[src/rtl/keyed_gpio_pkg.sv]
package keyed_gpio_pkg;

  localparam int GPIO_PINS = 8;
  localparam int BUS_AW    = 12;
  localparam int BUS_DW    = 32;
  localparam int PAD_COUNT = 8;
  localparam int PAD_IW    = $clog2(PAD_COUNT);
  localparam int ID_IW     = 4;

  localparam logic [BUS_AW-1:0] DATA_SPAN  = 12'h400;
  localparam logic [BUS_AW-1:0] OFS_DIR    = 12'h400;
  localparam logic [BUS_AW-1:0] OFS_SENSE  = 12'h404;
  localparam logic [BUS_AW-1:0] OFS_BOTH   = 12'h408;
  localparam logic [BUS_AW-1:0] OFS_EVENT  = 12'h40C;
  localparam logic [BUS_AW-1:0] OFS_MASK   = 12'h410;
  localparam logic [BUS_AW-1:0] OFS_RAW    = 12'h414;
  localparam logic [BUS_AW-1:0] OFS_MIS    = 12'h418;
  localparam logic [BUS_AW-1:0] OFS_CLEAR  = 12'h41C;
  localparam logic [BUS_AW-1:0] OFS_AFSEL  = 12'h420;
  localparam logic [BUS_AW-1:0] PAD_BASE   = 12'h500;
  localparam logic [BUS_AW-1:0] OFS_LOCK   = 12'h520;
  localparam logic [BUS_AW-1:0] OFS_COMMIT = 12'h524;
  localparam logic [BUS_AW-1:0] ID_BASE    = 12'hFD0;

  localparam logic [BUS_DW-1:0] UNLOCK_KEY = 32'h0ACCE551;

  typedef enum logic [3:0] {
    RD_NONE, RD_DATA, RD_DIR, RD_SENSE, RD_BOTH, RD_EVENT, RD_MASK,
    RD_RAW, RD_MIS, RD_AFSEL, RD_PAD, RD_LOCK, RD_COMMIT, RD_ID
  } rdSel_e;

  typedef struct packed {
    logic                 wrData;
    logic                 wrDir;
    logic                 wrSense;
    logic                 wrBoth;
    logic                 wrEvent;
    logic                 wrMask;
    logic                 wrClear;
    logic                 wrAfsel;
    logic                 wrPad;
    logic [PAD_IW-1:0]    padIdx;
    logic [ID_IW-1:0]     idIdx;
    logic [GPIO_PINS-1:0] addrMask;
    rdSel_e               rdSel;
  } gpioStrobes_t;

  function automatic logic [7:0] idByte(input logic [ID_IW-1:0] idx);
    case (idx)
      4'd4:    idByte = 8'h61;
      4'd6:    idByte = 8'h18;
      4'd7:    idByte = 8'h01;
      4'd8:    idByte = 8'h0D;
      4'd9:    idByte = 8'hF0;
      4'd10:   idByte = 8'h05;
      4'd11:   idByte = 8'hB1;
      default: idByte = 8'h00;
    endcase
  endfunction

endpackage

[src/rtl/keyed_gpio_ctrl.sv]
module keyed_gpio_ctrl
  import keyed_gpio_pkg::*;
(
  input  logic                 clk,
  input  logic                 rstN,
  input  logic                 busSel,
  input  logic                 busWrite,
  input  logic [BUS_AW-1:0]    busAddr,
  input  logic [BUS_DW-1:0]    busWdata,
  output gpioStrobes_t         strobes,
  output logic                 locked,
  output logic [GPIO_PINS-1:0] commitMask
);

  logic   aligned, isRead, isWrite, wrLock, wrCommit;
  rdSel_e sel;

  assign aligned = (busAddr[1:0] == 2'b00);
  assign isRead  = busSel & ~busWrite & aligned;
  assign isWrite = busSel & busWrite & aligned;

  always_comb begin
    strobes          = '0;
    strobes.addrMask = busAddr[GPIO_PINS+1:2];
    strobes.padIdx   = busAddr[PAD_IW+1:2];
    strobes.idIdx    = ID_IW'((busAddr - ID_BASE) >> 2);
    sel      = RD_NONE;
    wrLock   = 1'b0;
    wrCommit = 1'b0;
    if (busAddr < DATA_SPAN) begin
      sel            = RD_DATA;
      strobes.wrData = isWrite;
    end else if (busAddr >= ID_BASE) begin
      sel = RD_ID;
    end else if (busAddr >= PAD_BASE && busAddr < PAD_BASE + BUS_AW'(PAD_COUNT * 4)) begin
      sel           = RD_PAD;
      strobes.wrPad = isWrite;
    end else begin
      case (busAddr)
        OFS_DIR:    begin sel = RD_DIR;    strobes.wrDir   = isWrite; end
        OFS_SENSE:  begin sel = RD_SENSE;  strobes.wrSense = isWrite; end
        OFS_BOTH:   begin sel = RD_BOTH;   strobes.wrBoth  = isWrite; end
        OFS_EVENT:  begin sel = RD_EVENT;  strobes.wrEvent = isWrite; end
        OFS_MASK:   begin sel = RD_MASK;   strobes.wrMask  = isWrite; end
        OFS_RAW:    sel = RD_RAW;
        OFS_MIS:    sel = RD_MIS;
        OFS_CLEAR:  strobes.wrClear = isWrite;
        OFS_AFSEL:  begin sel = RD_AFSEL;  strobes.wrAfsel = isWrite; end
        OFS_LOCK:   begin sel = RD_LOCK;   wrLock   = isWrite; end
        OFS_COMMIT: begin sel = RD_COMMIT; wrCommit = isWrite; end
        default:    sel = RD_NONE;
      endcase
    end
    strobes.rdSel = isRead ? sel : RD_NONE;
  end

  // Key-guarded commit mask
  always_ff @(posedge clk) begin
    if (!rstN) begin
      locked     <= 1'b1;
      commitMask <= '1;
    end else begin
      if (wrLock)
        locked <= (busWdata != UNLOCK_KEY);
      if (wrCommit && !locked)
        commitMask <= busWdata[GPIO_PINS-1:0];
    end
  end

endmodule

[src/rtl/keyed_gpio_irq.sv]
module keyed_gpio_irq
  import keyed_gpio_pkg::*;
(
  input  logic                 clk,
  input  logic                 rstN,
  input  logic [GPIO_PINS-1:0] curBits,
  input  logic [GPIO_PINS-1:0] prevBits,
  input  logic [GPIO_PINS-1:0] dirBits,
  input  logic [GPIO_PINS-1:0] senseBits,
  input  logic [GPIO_PINS-1:0] bothBits,
  input  logic [GPIO_PINS-1:0] evtBits,
  input  logic                 clrStb,
  input  logic [GPIO_PINS-1:0] clrBits,
  output logic [GPIO_PINS-1:0] rawBits
);

  logic [GPIO_PINS-1:0] edgeHit, levelSel, clrApplied, rawNext;

  always_comb begin
    edgeHit = ~senseBits & ~dirBits &
              ((bothBits & (curBits ^ prevBits)) |
               (~bothBits &  evtBits &  curBits & ~prevBits) |
               (~bothBits & ~evtBits & ~curBits &  prevBits));
    levelSel   = senseBits & ~dirBits;
    clrApplied = clrStb ? clrBits : '0;
    rawNext    = (((rawBits & ~clrApplied) | edgeHit) & ~levelSel) |
                 (levelSel & ~(curBits ^ evtBits));
  end

  always_ff @(posedge clk) begin
    if (!rstN) rawBits <= '0;
    else       rawBits <= rawNext;
  end

endmodule

[src/rtl/keyed_gpio_datapath.sv]
module keyed_gpio_datapath
  import keyed_gpio_pkg::*;
(
  input  logic                 clk,
  input  logic                 rstN,
  input  gpioStrobes_t         strobes,
  input  logic [GPIO_PINS-1:0] wrByte,
  input  logic [GPIO_PINS-1:0] pinIn,
  input  logic                 locked,
  input  logic [GPIO_PINS-1:0] commitMask,
  output logic [BUS_DW-1:0]    busRdata,
  output logic [GPIO_PINS-1:0] pinOut,
  output logic [GPIO_PINS-1:0] altFuncSel,
  output logic [GPIO_PINS-1:0] dataBits,
  output logic [GPIO_PINS-1:0] dirBits,
  output logic [GPIO_PINS-1:0] rawBits,
  output logic                 irqOut
);

  logic [GPIO_PINS-1:0] prevBits, senseQ, bothQ, evtQ, maskQ;
  logic [GPIO_PINS-1:0] wrSel, dataNext, pinUpd, rd8;
  logic [GPIO_PINS-1:0] padQ [PAD_COUNT];

  // Data register: bus writes reach outputs, pins reach inputs
  always_comb begin
    wrSel    = strobes.wrData ? (strobes.addrMask & dirBits) : '0;
    dataNext = (dataBits & ~wrSel) | (wrByte & wrSel);
    dataNext = (dataNext & dirBits) | (pinIn & ~dirBits);
    pinUpd   = (dataBits ^ prevBits) & dirBits;
  end

  always_ff @(posedge clk) begin
    if (!rstN) begin
      dataBits   <= '0;
      prevBits   <= '0;
      pinOut     <= '0;
      dirBits    <= '0;
      senseQ     <= '0;
      bothQ      <= '0;
      evtQ       <= '0;
      maskQ      <= '0;
      altFuncSel <= '0;
    end else begin
      dataBits <= dataNext;
      prevBits <= dataBits;
      pinOut   <= (pinOut & ~pinUpd) | (dataBits & pinUpd);
      if (strobes.wrDir)   dirBits <= wrByte;
      if (strobes.wrSense) senseQ  <= wrByte;
      if (strobes.wrBoth)  bothQ   <= wrByte;
      if (strobes.wrEvent) evtQ    <= wrByte;
      if (strobes.wrMask)  maskQ   <= wrByte;
      if (strobes.wrAfsel)
        altFuncSel <= (altFuncSel & ~commitMask) | (wrByte & commitMask);
    end
  end

  // Pad-control storage
  for (genvar g = 0; g < PAD_COUNT; g++) begin : gPad
    always_ff @(posedge clk) begin
      if (!rstN)
        padQ[g] <= '0;
      else if (strobes.wrPad && strobes.padIdx == PAD_IW'(g))
        padQ[g] <= wrByte;
    end
  end

  keyed_gpio_irq u_irq (
    .clk       (clk),
    .rstN      (rstN),
    .curBits   (dataBits),
    .prevBits  (prevBits),
    .dirBits   (dirBits),
    .senseBits (senseQ),
    .bothBits  (bothQ),
    .evtBits   (evtQ),
    .clrStb    (strobes.wrClear),
    .clrBits   (wrByte),
    .rawBits   (rawBits)
  );

  assign irqOut = |(rawBits & maskQ);

  always_comb begin
    case (strobes.rdSel)
      RD_DATA:   rd8 = dataBits & strobes.addrMask;
      RD_DIR:    rd8 = dirBits;
      RD_SENSE:  rd8 = senseQ;
      RD_BOTH:   rd8 = bothQ;
      RD_EVENT:  rd8 = evtQ;
      RD_MASK:   rd8 = maskQ;
      RD_RAW:    rd8 = rawBits;
      RD_MIS:    rd8 = rawBits & maskQ;
      RD_AFSEL:  rd8 = altFuncSel;
      RD_PAD:    rd8 = padQ[strobes.padIdx];
      RD_LOCK:   rd8 = {{(GPIO_PINS-1){1'b0}}, locked};
      RD_COMMIT: rd8 = commitMask;
      RD_ID:     rd8 = idByte(strobes.idIdx);
      default:   rd8 = '0;
    endcase
    busRdata = {{(BUS_DW-GPIO_PINS){1'b0}}, rd8};
  end

endmodule

[src/rtl/keyed_gpio.sv]
module keyed_gpio
  import keyed_gpio_pkg::*;
(
  input  logic                 clk,
  input  logic                 rstN,
  input  logic                 busSel,
  input  logic                 busWrite,
  input  logic [BUS_AW-1:0]    busAddr,
  input  logic [BUS_DW-1:0]    busWdata,
  output logic [BUS_DW-1:0]    busRdata,
  input  logic [GPIO_PINS-1:0] pinIn,
  output logic [GPIO_PINS-1:0] pinOut,
  output logic [GPIO_PINS-1:0] altFuncSel,
  output logic                 irqOut
);

  gpioStrobes_t         strobes;
  logic                 locked;
  logic [GPIO_PINS-1:0] commitMask, dataBits, dirBits, rawBits;

  keyed_gpio_ctrl u_ctrl (
    .clk        (clk),
    .rstN       (rstN),
    .busSel     (busSel),
    .busWrite   (busWrite),
    .busAddr    (busAddr),
    .busWdata   (busWdata),
    .strobes    (strobes),
    .locked     (locked),
    .commitMask (commitMask)
  );

  keyed_gpio_datapath u_dp (
    .clk        (clk),
    .rstN       (rstN),
    .strobes    (strobes),
    .wrByte     (busWdata[GPIO_PINS-1:0]),
    .pinIn      (pinIn),
    .locked     (locked),
    .commitMask (commitMask),
    .busRdata   (busRdata),
    .pinOut     (pinOut),
    .altFuncSel (altFuncSel),
    .dataBits   (dataBits),
    .dirBits    (dirBits),
    .rawBits    (rawBits),
    .irqOut     (irqOut)
  );

endmodule

[config.mk]
export PLATFORM = sky130hd
export DESIGN_NAME = keyed_gpio
export DESIGN_NICKNAME = d
export VERILOG_FILES = /design/src/rtl/keyed_gpio_pkg.sv /design/src/rtl/keyed_gpio_ctrl.sv /design/src/rtl/keyed_gpio_irq.sv /design/src/rtl/keyed_gpio_datapath.sv /design/src/rtl/keyed_gpio.sv
export SDC_FILE = /design/constraint.sdc
export NUM_CORES = 1
export LEC_CHECK = 0
export CORE_MARGIN = 10
export CORE_UTILIZATION = 50
export DETAILED_ROUTE_END_ITERATION = 8
export HOLD_SLACK_MARGIN = 0.05
export PLACE_DENSITY = 0.76
export SYNTH_ARGS = -nofsm -noshare
export SYNTH_HDL_FRONTEND = slang
export SYNTH_SLANG_ARGS = --single-unit
[constraint.sdc]
create_clock -name clk -period 3.9 [get_ports clk]
set_clock_uncertainty 0.1 [all_clocks]
set_input_delay 0.78 -clock clk [delete_from_list [all_inputs] [get_ports clk]]
set_output_delay 0.78 -clock clk [all_outputs]
set_load 0.02 [all_outputs]
==> results.txt <==
----------------------------------------------------
[Outcome]
  Outcome ... finished, violations left
  Violated checks ... setup timing

[Cells and area]
  Count of nets after finishing ... around 1100
  Finished layout cell area ... between 10000 and 15000 µm²
  Footprint of the multi-input gates ... 4638 µm²
  Fill count ... between 1000 and 1500
  Synthesis-to-layout area growth ... 32.59%
  Flip-flop and latch area ... between 3000 and 4000 µm²
  Ant diodes ... 0
  Share of the core filled with cells in the final layout ... just under 70%
  Layout cell share with drive strength beyond 1 ... between 20 and 30%

[Clocking]
  Clock Path Buffers ... 2
  CTS root buffer ... clkbuf_16
  Hold buffer count at cts ... 0
  Total CTS buffers ... 17
  Sink Count ... about 150
  Insertion delay of the later-clocked pin in the worst-skew pair ... about 420 ps
  Clock transition time at the flip-flop clock pins of the worst setup and hold paths ... approximately 60 ps
  CTS tree ... done
  Number of H-tree branching levels ... 4

[Power and ir drop]
  Total power per unit cell area ... around 340 nW/µm²
  Worst supply voltage drop on vdd ... about 0.00029 V
  Pleak ... 4.320 nW

[STA]
  Sum Neg Setup Slack ... -20.32 ps
  Worst setup margin ... -20.32 ps
  Number of slew-limit violations in the final report ... 0
  Share of the clock period used by the worst path ... 100.5%
  Slew of the pin with the lowest slew margin ... about 850 ps
  Final count of hold timing violations ... 0
  Final Setup Violations ... 1
  Unrepaired setup endpoints after global routing ... yes
  Maximum clock frequency ... ~0.26 GHz
  Period minus WS final ... around 3900 ps
  Headroom to the max-slew limit ... a little over two fifths

[Routing]
  Detailed Routing Iterations Pass 1 ... 6
  Starting DRC count in detailed routing ... ~960
  Overall routed net length ... between 20000 and 30000 µm
  Antenna Nets Post-Route ... 0
  Mean routed wirelength per cell ... approximately 22 µm
  Via count of the routed design ... between 7000 and 8000
  Vias per Instance ... 6.099
  Post-detailed-route DRC marker count ... 0

[Die]
  Vertical die dimension ... between 100 and 150 µm
  Floorplan Core Area ... 16520 µm²
  Standard-cell rows ... 47
  Die area ... roughly 22000 µm²
  Number of top-level pins ... around 110
  Initial core utilization ... roughly half
  Die Wd ... approximately 150 µm

[Setup path]
  Delay of the slowest cell on the worst path ... roughly 370 ps
  Reg-to-Reg Start ... u_ctrl.locked
  Most common cell type on the critical path ... o211ai_1
  Startpoint of the worst setup timing path ... busAddr[7]
  Critical Path AT ... between 3000 and 4000 ps
  CP Launch Type ... input pin
  Worst reg2reg setup slack ... roughly 2500 ps
  Series of cell instances along the critical path ... buf_2, o211ai_1, o211ai_1, buf_4, a211oi_4, buf_6, buf_6, a21oi_2, o221ai_2, a222oi_1, o211ai_1, buf_4
  Max Fanout on Critical Path ... 6
  Depth of the worst register-to-register path ... 4
  Destination of the worst register-to-register timing path ... u_ctrl.commitMask[4]
  Kind of critical path ... input pin to output port
  Kind of end point of the critical path ... output port
  Critical path required time ... 3020 ps
  Slowest cell on the critical path ... a222oi_1

[GRT]
  Global routing usage summed across all routing layers ... a little under a quarter
  Global-route wire length before repair ... 41060 µm
  Pin count of the biggest net entering global routing ... between 90 and 100
  Overflow after GRT ... 0
  Number of global-route vias before repair ... ~7300
  Initial antenna violation count ... 0

[Synth]
  Distinct cell type count after synthesis ... 69
  Area of the mapped netlist ... about 8400 µm²
  Number of flops mapped to enable cells by yosys ... 64
  #FFs+latches synth ... around 150
  Async set-or-reset flop fraction in the synthesized netlist ... 0%
  Top cells by area, synth ... edfxtp_1 23%, dfxtp_1 21%, mux2i_1 5.6%, and2_1 5.6%, nand2_1 4.7%
  Library cell with the largest summed area after synthesis ... edfxtp_1
  Yosys synthesis warning count ... 0
  List of most frequent post-synthesis cells ... 105 x nand2_1, 89 x dfxtp_1, 75 x and2_1
  Synth top area share ... a little under a quarter
  Top_reg_cell synth ... dfxtp_1
  Gate count of the mapped netlist ... 874
  Post-Synthesis Mean Instance Area ... a little under 10 µm²
  Sequential cell area fraction in the yosys report ... around 44%
  Most frequent cell after synthesis ... nand2_1

[Placed design]
  Area post-placement ... around 10000 µm²
  Detail Placement HPWL ... between 15000 and 20000 µm
  Count of buffers inserted at the top-level ports ... 80
  Routability-driven placement congestion ratio ... between 0.9 and 1
  Setup slack after placement ... -837.6 ps

[Min path]
  Hold Crit Depth ... 2
  Tightest Hold Check Type ... flop to flop
  Hold Path Origin ... u_dp.senseQ[0]
  Capture endpoint of the worst hold path ... u_dp.senseQ[0]

[Job]
  Number of maximum-capacitance violations ... 0

----------------------------------------------------
-- what timing repair did --
item | in CTS | in global routing
endpoints found under the setup margin | 8 | 8
pin swaps | 30 | 22
gates resized for setup | 126 | 66
buffers inserted | 14 | 8
gates cloned | 1 | 1
-- where the power goes --
group	internal [mW]	switching [mW]	leakage [nW]	total [mW]
sequential	1.71	0.0281	1.33	1.74
clock	1.01	0.648	0.294	1.66
combinational	0.162	0.193	2.70	0.355
total	2.88	0.869	4.32	3.75
-- layout make-up --
type                            count  share of cell area [%]
Inverter                           18                  0.6055
Timing Repair Buffer              212                   16.78
Clock buffer                       24                   4.710
Tap cell                          220                   2.467
Clock inverter                      7                  0.6840
Sequential cell                   153                   33.19
Multi-Input combinational cell    643                   41.57
-- metrics by stage --
step	instances	power [mW]	hold slack [ps]
2_1_floorplan	897	1.958	343.5
3_3_place_gp	1226	2.098	354.8
3_5_place_dp	1226	2.103	361.1
4_1_cts	1270	3.751	369.9
5_1_grt	1277	3.863	407.9
6_report	1277	3.754	368.2
-- cell families after synthesis --
group / share of synthesized area, %
AOI/OAI and AO/OA: 15.21
xor gates and xnor gates: 1.249
buffers and inverters: 5.873
DFF: 44.01
muxes: 10.81
other: 0.04456
and+or+nand+nor: 22.81
-- critical path, delay by kind of cell --
| family | cells | cell delay, ps |
|---|---|---|
| buffers and inverters | 5 | 940 |
| AOI/OAI and AO/OA | 7 | 1310 |
-- routing by layer --
layer  part of all wire (%)  GRT usage [%]
met1                     41          31.30
met3                     11          5.103
met5                      0              0
met2                     45          36.36
met4                    3.4          11.47
-- layout by cell type (no fill, tap or decap), drive strengths merged, types with 16 or more instances in the layout --
cell type,count
buf,146
nand2,106
dfxtp,89
and2,75
edfxtp,64
clkdlybuf4s50,57
mux2i,47
o21ai,41
a21boi,40
nand3,39
nor2,36
nor2b,34
clkbuf,32
conb,24
inv,22
a21oi,21
mux4,16
-- worst max-delay path by stage --
stage,endpoint,slack (ps)
6_report,busRdata[2],-20
5_1_grt,busRdata[2],-50
4_1_cts,busRdata[2],10
3_5_place_dp,busRdata[3],-840
3_3_place_gp,busRdata[3],-810
2_1_floorplan,busRdata[3],8
No activity file was read; power rests on OpenSTA's default activity.
